===== src/rtl/pllinit_pkg.sv =====
package pllinit_pkg;
  localparam int CFG_W = 16;
  localparam int DIV_W = 2;
  localparam logic [DIV_W-1:0] DIV_RSVD = 2'b11;

  typedef struct packed {
    logic             persist;
    logic [DIV_W-1:0] pre_div;
    logic             ddr_en;
    logic             align_stby;
    logic             bypass;
    logic             stby_rc;
    logic             ref_fab;
    logic             ovr;
  } cfg_t;

  localparam int FIELD_W = $bits(cfg_t);

  localparam cfg_t CFG_RESET = '{persist: 1'b0, pre_div: '0, ddr_en: 1'b0,
                                 align_stby: 1'b0, bypass: 1'b0, stby_rc: 1'b0,
                                 ref_fab: 1'b0, ovr: 1'b1};
endpackage


===== src/rtl/pllinit_rst_sync.sv =====
module pllinit_rst_sync #(
  parameter int STAGES = 2
) (
  input  logic clk,
  input  logic arst_n,
  output logic rst_n_o
);
  logic [STAGES-1:0] sr_q;
  logic [STAGES-1:0] sr_d;

  always_comb begin
    sr_d = {sr_q[STAGES-2:0], 1'b1};
  end

  always_ff @(posedge clk or negedge arst_n) begin
    if (!arst_n) sr_q <= '0;
    else         sr_q <= sr_d;
  end

  assign rst_n_o = sr_q[STAGES-1];
endmodule


===== src/rtl/pllinit_cfg_regs.sv =====
module pllinit_cfg_regs
  import pllinit_pkg::*;
(
  input  logic clk,
  input  logic rst_n,
  input  logic por_rst_n,
  input  logic wr_en,
  input  cfg_t wr_cfg,
  input  logic pll_lock,
  output cfg_t cfg_q,
  output logic ovr_rise_o
);
  cfg_t cfg_d;
  logic persist_q;
  logic persist_d;
  cfg_t main_q;

  always_comb begin
    cfg_d     = main_q;
    persist_d = persist_q;
    if (wr_en) begin
      cfg_d.ref_fab = wr_cfg.ref_fab;
      cfg_d.stby_rc = wr_cfg.stby_rc;
      cfg_d.bypass  = wr_cfg.bypass;
      if (wr_cfg.ovr || pll_lock) cfg_d.ovr = wr_cfg.ovr;
      if (main_q.ovr) begin
        cfg_d.align_stby = wr_cfg.align_stby;
        cfg_d.ddr_en     = wr_cfg.ddr_en;
        persist_d        = wr_cfg.persist;
        if (wr_cfg.pre_div != DIV_RSVD) cfg_d.pre_div = wr_cfg.pre_div;
      end
    end
    cfg_d.persist = 1'b0;
  end

  always_ff @(posedge clk or negedge rst_n) begin
    if (!rst_n) main_q <= CFG_RESET;
    else        main_q <= cfg_d;
  end

  always_ff @(posedge clk or negedge por_rst_n) begin
    if (!por_rst_n) persist_q <= 1'b0;
    else            persist_q <= persist_d;
  end

  always_comb begin
    cfg_q         = main_q;
    cfg_q.persist = persist_q;
  end

  assign ovr_rise_o = cfg_d.ovr & ~main_q.ovr;
endmodule


===== src/rtl/pllinit_irq.sv =====
module pllinit_irq (
  input  logic clk,
  input  logic rst_n,
  input  logic set_i,
  input  logic ack_i,
  output logic irq_o
);
  logic irq_q;
  logic irq_d;

  always_comb begin
    irq_d = irq_q;
    if (ack_i) irq_d = 1'b0;
    if (set_i) irq_d = 1'b1;
  end

  always_ff @(posedge clk or negedge rst_n) begin
    if (!rst_n) irq_q <= 1'b0;
    else        irq_q <= irq_d;
  end

  assign irq_o = irq_q;
endmodule


===== src/rtl/pllinit_out_mux.sv =====
module pllinit_out_mux
  import pllinit_pkg::*;
(
  input  cfg_t             cfg,
  output logic             align_stby_o,
  output logic             stby_rc_o,
  output logic             ref_fab_o,
  output logic             pll_bypass_o,
  output logic             ddr_clk_en_o,
  output logic [DIV_W-1:0] stage_a_div_o
);
  localparam logic [4:0] SAFE_CTRL = 5'b11100;
  logic [4:0] run_ctrl;
  logic [4:0] sel_ctrl;

  assign run_ctrl = {cfg.align_stby, cfg.stby_rc, cfg.ref_fab, cfg.bypass, cfg.ddr_en};

  always_comb begin
    if (cfg.ovr) sel_ctrl = SAFE_CTRL;
    else         sel_ctrl = run_ctrl;
  end

  assign {align_stby_o, stby_rc_o, ref_fab_o, pll_bypass_o, ddr_clk_en_o} = sel_ctrl;
  assign stage_a_div_o = cfg.pre_div;
endmodule


===== src/rtl/pllinit_clkctl.sv =====
module pllinit_clkctl
  import pllinit_pkg::*;
#(
  parameter int CFG_W       = pllinit_pkg::CFG_W,
  parameter int SYNC_STAGES = 2
) (
  input  logic             clk,
  input  logic             por_n,
  input  logic             sys_rst_n,
  input  logic             wr_en,
  input  logic [CFG_W-1:0] wr_data,
  input  logic             irq_ack,
  input  logic             pll_lock,
  output logic             align_stby_o,
  output logic             stby_rc_o,
  output logic             ref_fab_o,
  output logic             pll_bypass_o,
  output logic             ddr_clk_en_o,
  output logic [DIV_W-1:0] stage_a_div_o,
  output logic             irq_o,
  output logic             cc_rst_n_o,
  output logic             pll_rst_o
);
  logic por_s_n;
  logic sys_s_n;
  logic all_rst_n;
  cfg_t wr_cfg;
  cfg_t cfg_q;
  logic ovr_rise;
  logic ovr_q;

  pllinit_rst_sync #(.STAGES(SYNC_STAGES)) u_por_sync (
    .clk(clk), .arst_n(por_n), .rst_n_o(por_s_n));

  pllinit_rst_sync #(.STAGES(SYNC_STAGES)) u_sys_sync (
    .clk(clk), .arst_n(sys_rst_n), .rst_n_o(sys_s_n));

  assign all_rst_n = por_s_n & sys_s_n;
  assign wr_cfg    = cfg_t'(wr_data[FIELD_W-1:0]);

  pllinit_cfg_regs u_regs (
    .clk(clk), .rst_n(all_rst_n), .por_rst_n(por_s_n), .wr_en(wr_en),
    .wr_cfg(wr_cfg), .pll_lock(pll_lock), .cfg_q(cfg_q), .ovr_rise_o(ovr_rise));

  pllinit_irq u_irq (
    .clk(clk), .rst_n(all_rst_n), .set_i(ovr_rise), .ack_i(irq_ack), .irq_o(irq_o));

  pllinit_out_mux u_mux (
    .cfg(cfg_q), .align_stby_o(align_stby_o), .stby_rc_o(stby_rc_o),
    .ref_fab_o(ref_fab_o), .pll_bypass_o(pll_bypass_o),
    .ddr_clk_en_o(ddr_clk_en_o), .stage_a_div_o(stage_a_div_o));

  assign ovr_q      = cfg_q.ovr;
  assign cc_rst_n_o = por_s_n & (sys_s_n | cfg_q.persist);
  assign pll_rst_o  = ~cc_rst_n_o;
endmodule


===== config.mk =====
export PLATFORM = sky130hd
export DESIGN_NAME = pllinit_clkctl
export DESIGN_NICKNAME = d
export VERILOG_FILES = /design/src/rtl/pllinit_pkg.sv /design/src/rtl/pllinit_rst_sync.sv /design/src/rtl/pllinit_cfg_regs.sv /design/src/rtl/pllinit_irq.sv /design/src/rtl/pllinit_out_mux.sv /design/src/rtl/pllinit_clkctl.sv
export SDC_FILE = /design/constraint.sdc
export NUM_CORES = 1
export LEC_CHECK = 0
export BUFFER_PORTS_ARGS = -buffer_cell sky130_fd_sc_hd__buf_2
export CORE_MARGIN = 2
export CORE_UTILIZATION = 35
export CTS_CLUSTER_DIAMETER = 100
export DETAILED_ROUTE_END_ITERATION = 12
export PLACE_DENSITY = 0.65
export REMOVE_ABC_BUFFERS = 1
export SLEW_MARGIN = 25
export SYNTH_ARGS = -nofsm -noshare
export SYNTH_HDL_FRONTEND = slang
export SYNTH_SLANG_ARGS = --single-unit

===== constraint.sdc =====
create_clock -name clk -period 2.8 [get_ports clk]
set_input_delay 0.56 -clock clk [delete_from_list [all_inputs] [get_ports clk]]
set_output_delay 0.56 -clock clk [all_outputs]
set_load 0.02 [all_outputs]

==> metrics.md <==
| Metric | Value |
|---|---|
| Main flop type after synthesis | dfrtp_1 |
| Non-filler instance count after layout | 85 |
| Placer Congestion | 0.644 |
| IO Count | 32 |
| Rows | 14 |
| Nature of the critical path endpoint | output pin |
| Synth area leaders | dfrtp_1, mux2_4, mux2_2 |
| DIE AREA | 2030 um^2 |
| Worst-Skew Late Latency | 270 ps |
| Post-DR vias/cell | 4.45 |
| First-pass DRT Iterations | 1 |
| Design area | 733 um^2 |
| Max-slew violations | 0 |
| Maximum clock frequency | 550 MHz |
| Pin count of the biggest net entering global routing | 11 |
| Post-Syn Area per Cell | 13.4 um^2 |
| Filler instances | ~150 |
| Final Cycle Share | 65.0% |
| Synthesized area | 591 um^2 |
| H-tree depth | 1 |
| Most frequent cells after synthesis | dfrtp_1, inv_1, mux2_2, mux2_4, or2_2 |
| DRC viols | 0 |
| Worst min path class | flip-flop to asynchronous set/reset pin |
| DP Area | roughly 700 um^2 |
| Total track usage | a little under an eighth |
| Die Height | 45.1 um |
| Share of layout cells above drive strength 1 | 58.0% |
| Post-cts gate resize count | 0 |
| Initial antenna violation count | 0 |
| Starting Density | 38.3% |
| Starting DRT DRC Count | 0 |
| WP data arrival | 1260 ps |
| Worst Path Required | around 2200 ps |
| CTS Hold Bufs | 0 |
| Total power | roughly 0.48 mW |
| CTS clock-pin slew for the worst setup and hold paths | 80 ps |
| CP Max Fanout | 10 |
| Clock root buffer | clkbuf_4 |
| Number of synthesized flops with an enable pin | 0 |
| Postcts setup bufs | 0 |
| Yosys reg bits | 14 |
| Final nets | 92 |
| Cells after Synth | 44 |
| Routed WL | 943 um |
| Max Cap Viol | 0 |
| Register area share after synthesis | just under 60% |
| CORE AREA | 1540 um^2 |
| Clk buf depth | 2 |
| Final HPWL DP | 764 um |
| Power per cell area | 660 nW/um^2 |
| Placed cell count | 81 |
| Post-DRT Antenna Nets | 0 |
| Status | completed |
| Fin. Hold Viols | 0 |
| Area added between synthesis and finish | 24.2% |
| CTS tree | yes |
| Antenna Cells | 0 |
| Num CTS Buffers | 3 |
| I/O Buffers | 24 |
| Number of global-route vias before repair | 410 |
| DR WL/cell | 11.1 um |
| Die W | around 45 um |
| Post-Place Setup Slack | 1270 ps |
| Crit start category | flip-flop |
| Maximum vdd drop | 0.321 mV |
| Setup TNS | 0 ps |
| Via count | 378 |
| Yosys warns | 0 |
| Grt ovf | 0 |
| Post-synth cell types | 21 |
| Clk_skew | 2.22 ps |
| Unrepaired setup endpoints after global routing | no |
| Biggest area consumer among synthesized cells | dfrtp_1 |
| CTS sink cnt | 14 |
| Tmin final | about 1800 ps |
| Leakage power | around 0.39 nW |
| Most frequent cell after synthesis | dfrtp_1 |
| Post-synth top area share | 55.1% |
| Global-route wire length before repair | about 1700 um |
| Final worst slack | between 900 and 1000 ps |
| Worst Setup Path Type | flip-flop to output pin |
| Finish-stage setup viols | 0 |
| Post-synth ARST share | between 90% and 100% |
## kinds of logic after synthesis
family	synth area share, %
flops	59.5
simple gates	12.5
buf+inv	8.26
mux	13.3
compound gates	5.72
other cells	0.635
## area by class of cell
type                            count  area (um^2)  share of cell area (%)
Tap cell                           16         20.0                    2.73
Sequential cell                    14          352                    48.0
Inverter                            3         11.3                    1.54
Multi-Input combinational cell     24          194                    26.5
Clock buffer                        4         36.3                    4.95
Timing Repair Buffer               24          120                    16.4
## flip-flops by register name, indices dropped and copies added, names as in the netlist
register and cells:
u_regs.persist_q 1, u_irq.irq_o 1, u_regs.cfg_q 8, u_sys_sync.sr_q 2, u_por_sync.sr_q 2
## report_power, final
group	total, mW	switching [mW]	internal [mW]
clock	0.139	0.0605	0.0790
combinational	0.101	0.0507	0.0498
sequential	0.244	0.0155	0.229
total	0.484	0.127	0.357
## stage by stage
step	hold slack, ps	utilization [%]
after floorplan	9.32	-
after global placement	17.1	45.2
after detailed placement	19.5	45.2
after CTS	27.4	47.6
after global routing	28.0	47.6
final	24.4	47.6
## final timing paths
path | from | end | slack (ps) | cells after the start
worst min-delay path | u_por_sync.sr_q[1] | u_regs.persist_q | 20 | 0
worst max register to register | u_regs.cfg_q[0] | u_regs.cfg_q[5] | 1660 | 2
worst max-delay path | u_regs.cfg_q[0] | pll_bypass_o | 980 | 2
max in group asynchronous | u_por_sync.sr_q[1] | u_regs.cfg_q[0] | 2150 | 1
worst min register to register | u_por_sync.sr_q[1] | u_regs.persist_q | 20 | 0
min in group clk | u_sys_sync.sr_q[0] | u_sys_sync.sr_q[1] | 360 | 0
## critical path, cell delays in order, from the launching register on
cell and delay (ps):
dfstp_2 640, and2b_1 200, buf_2 150
## layer usage
metal	vias to the layer above	track usage (%)	part of all wire [%]
li1	190	-	-
met1	174	13.5	41
met2	14	20.3	51
met3	0	2.40	7.8
met4	0	7.06	0
met5	-	0	0
## cell usage in the layout (no fill, tap or decap), drive strengths merged
master and count:
dfstp 1, dfrtp 13, inv 3, nand2 3, o21a 1, conb 2
buf 24, and2 1, nand3b 1, clkbuf 4, o22ai 1, mux2 6
or2 3, nor2b 1, and3b 1, o21ai 1, a21oi 1, a22o 1
and2b 1
(Power assumes the default switching activity.)
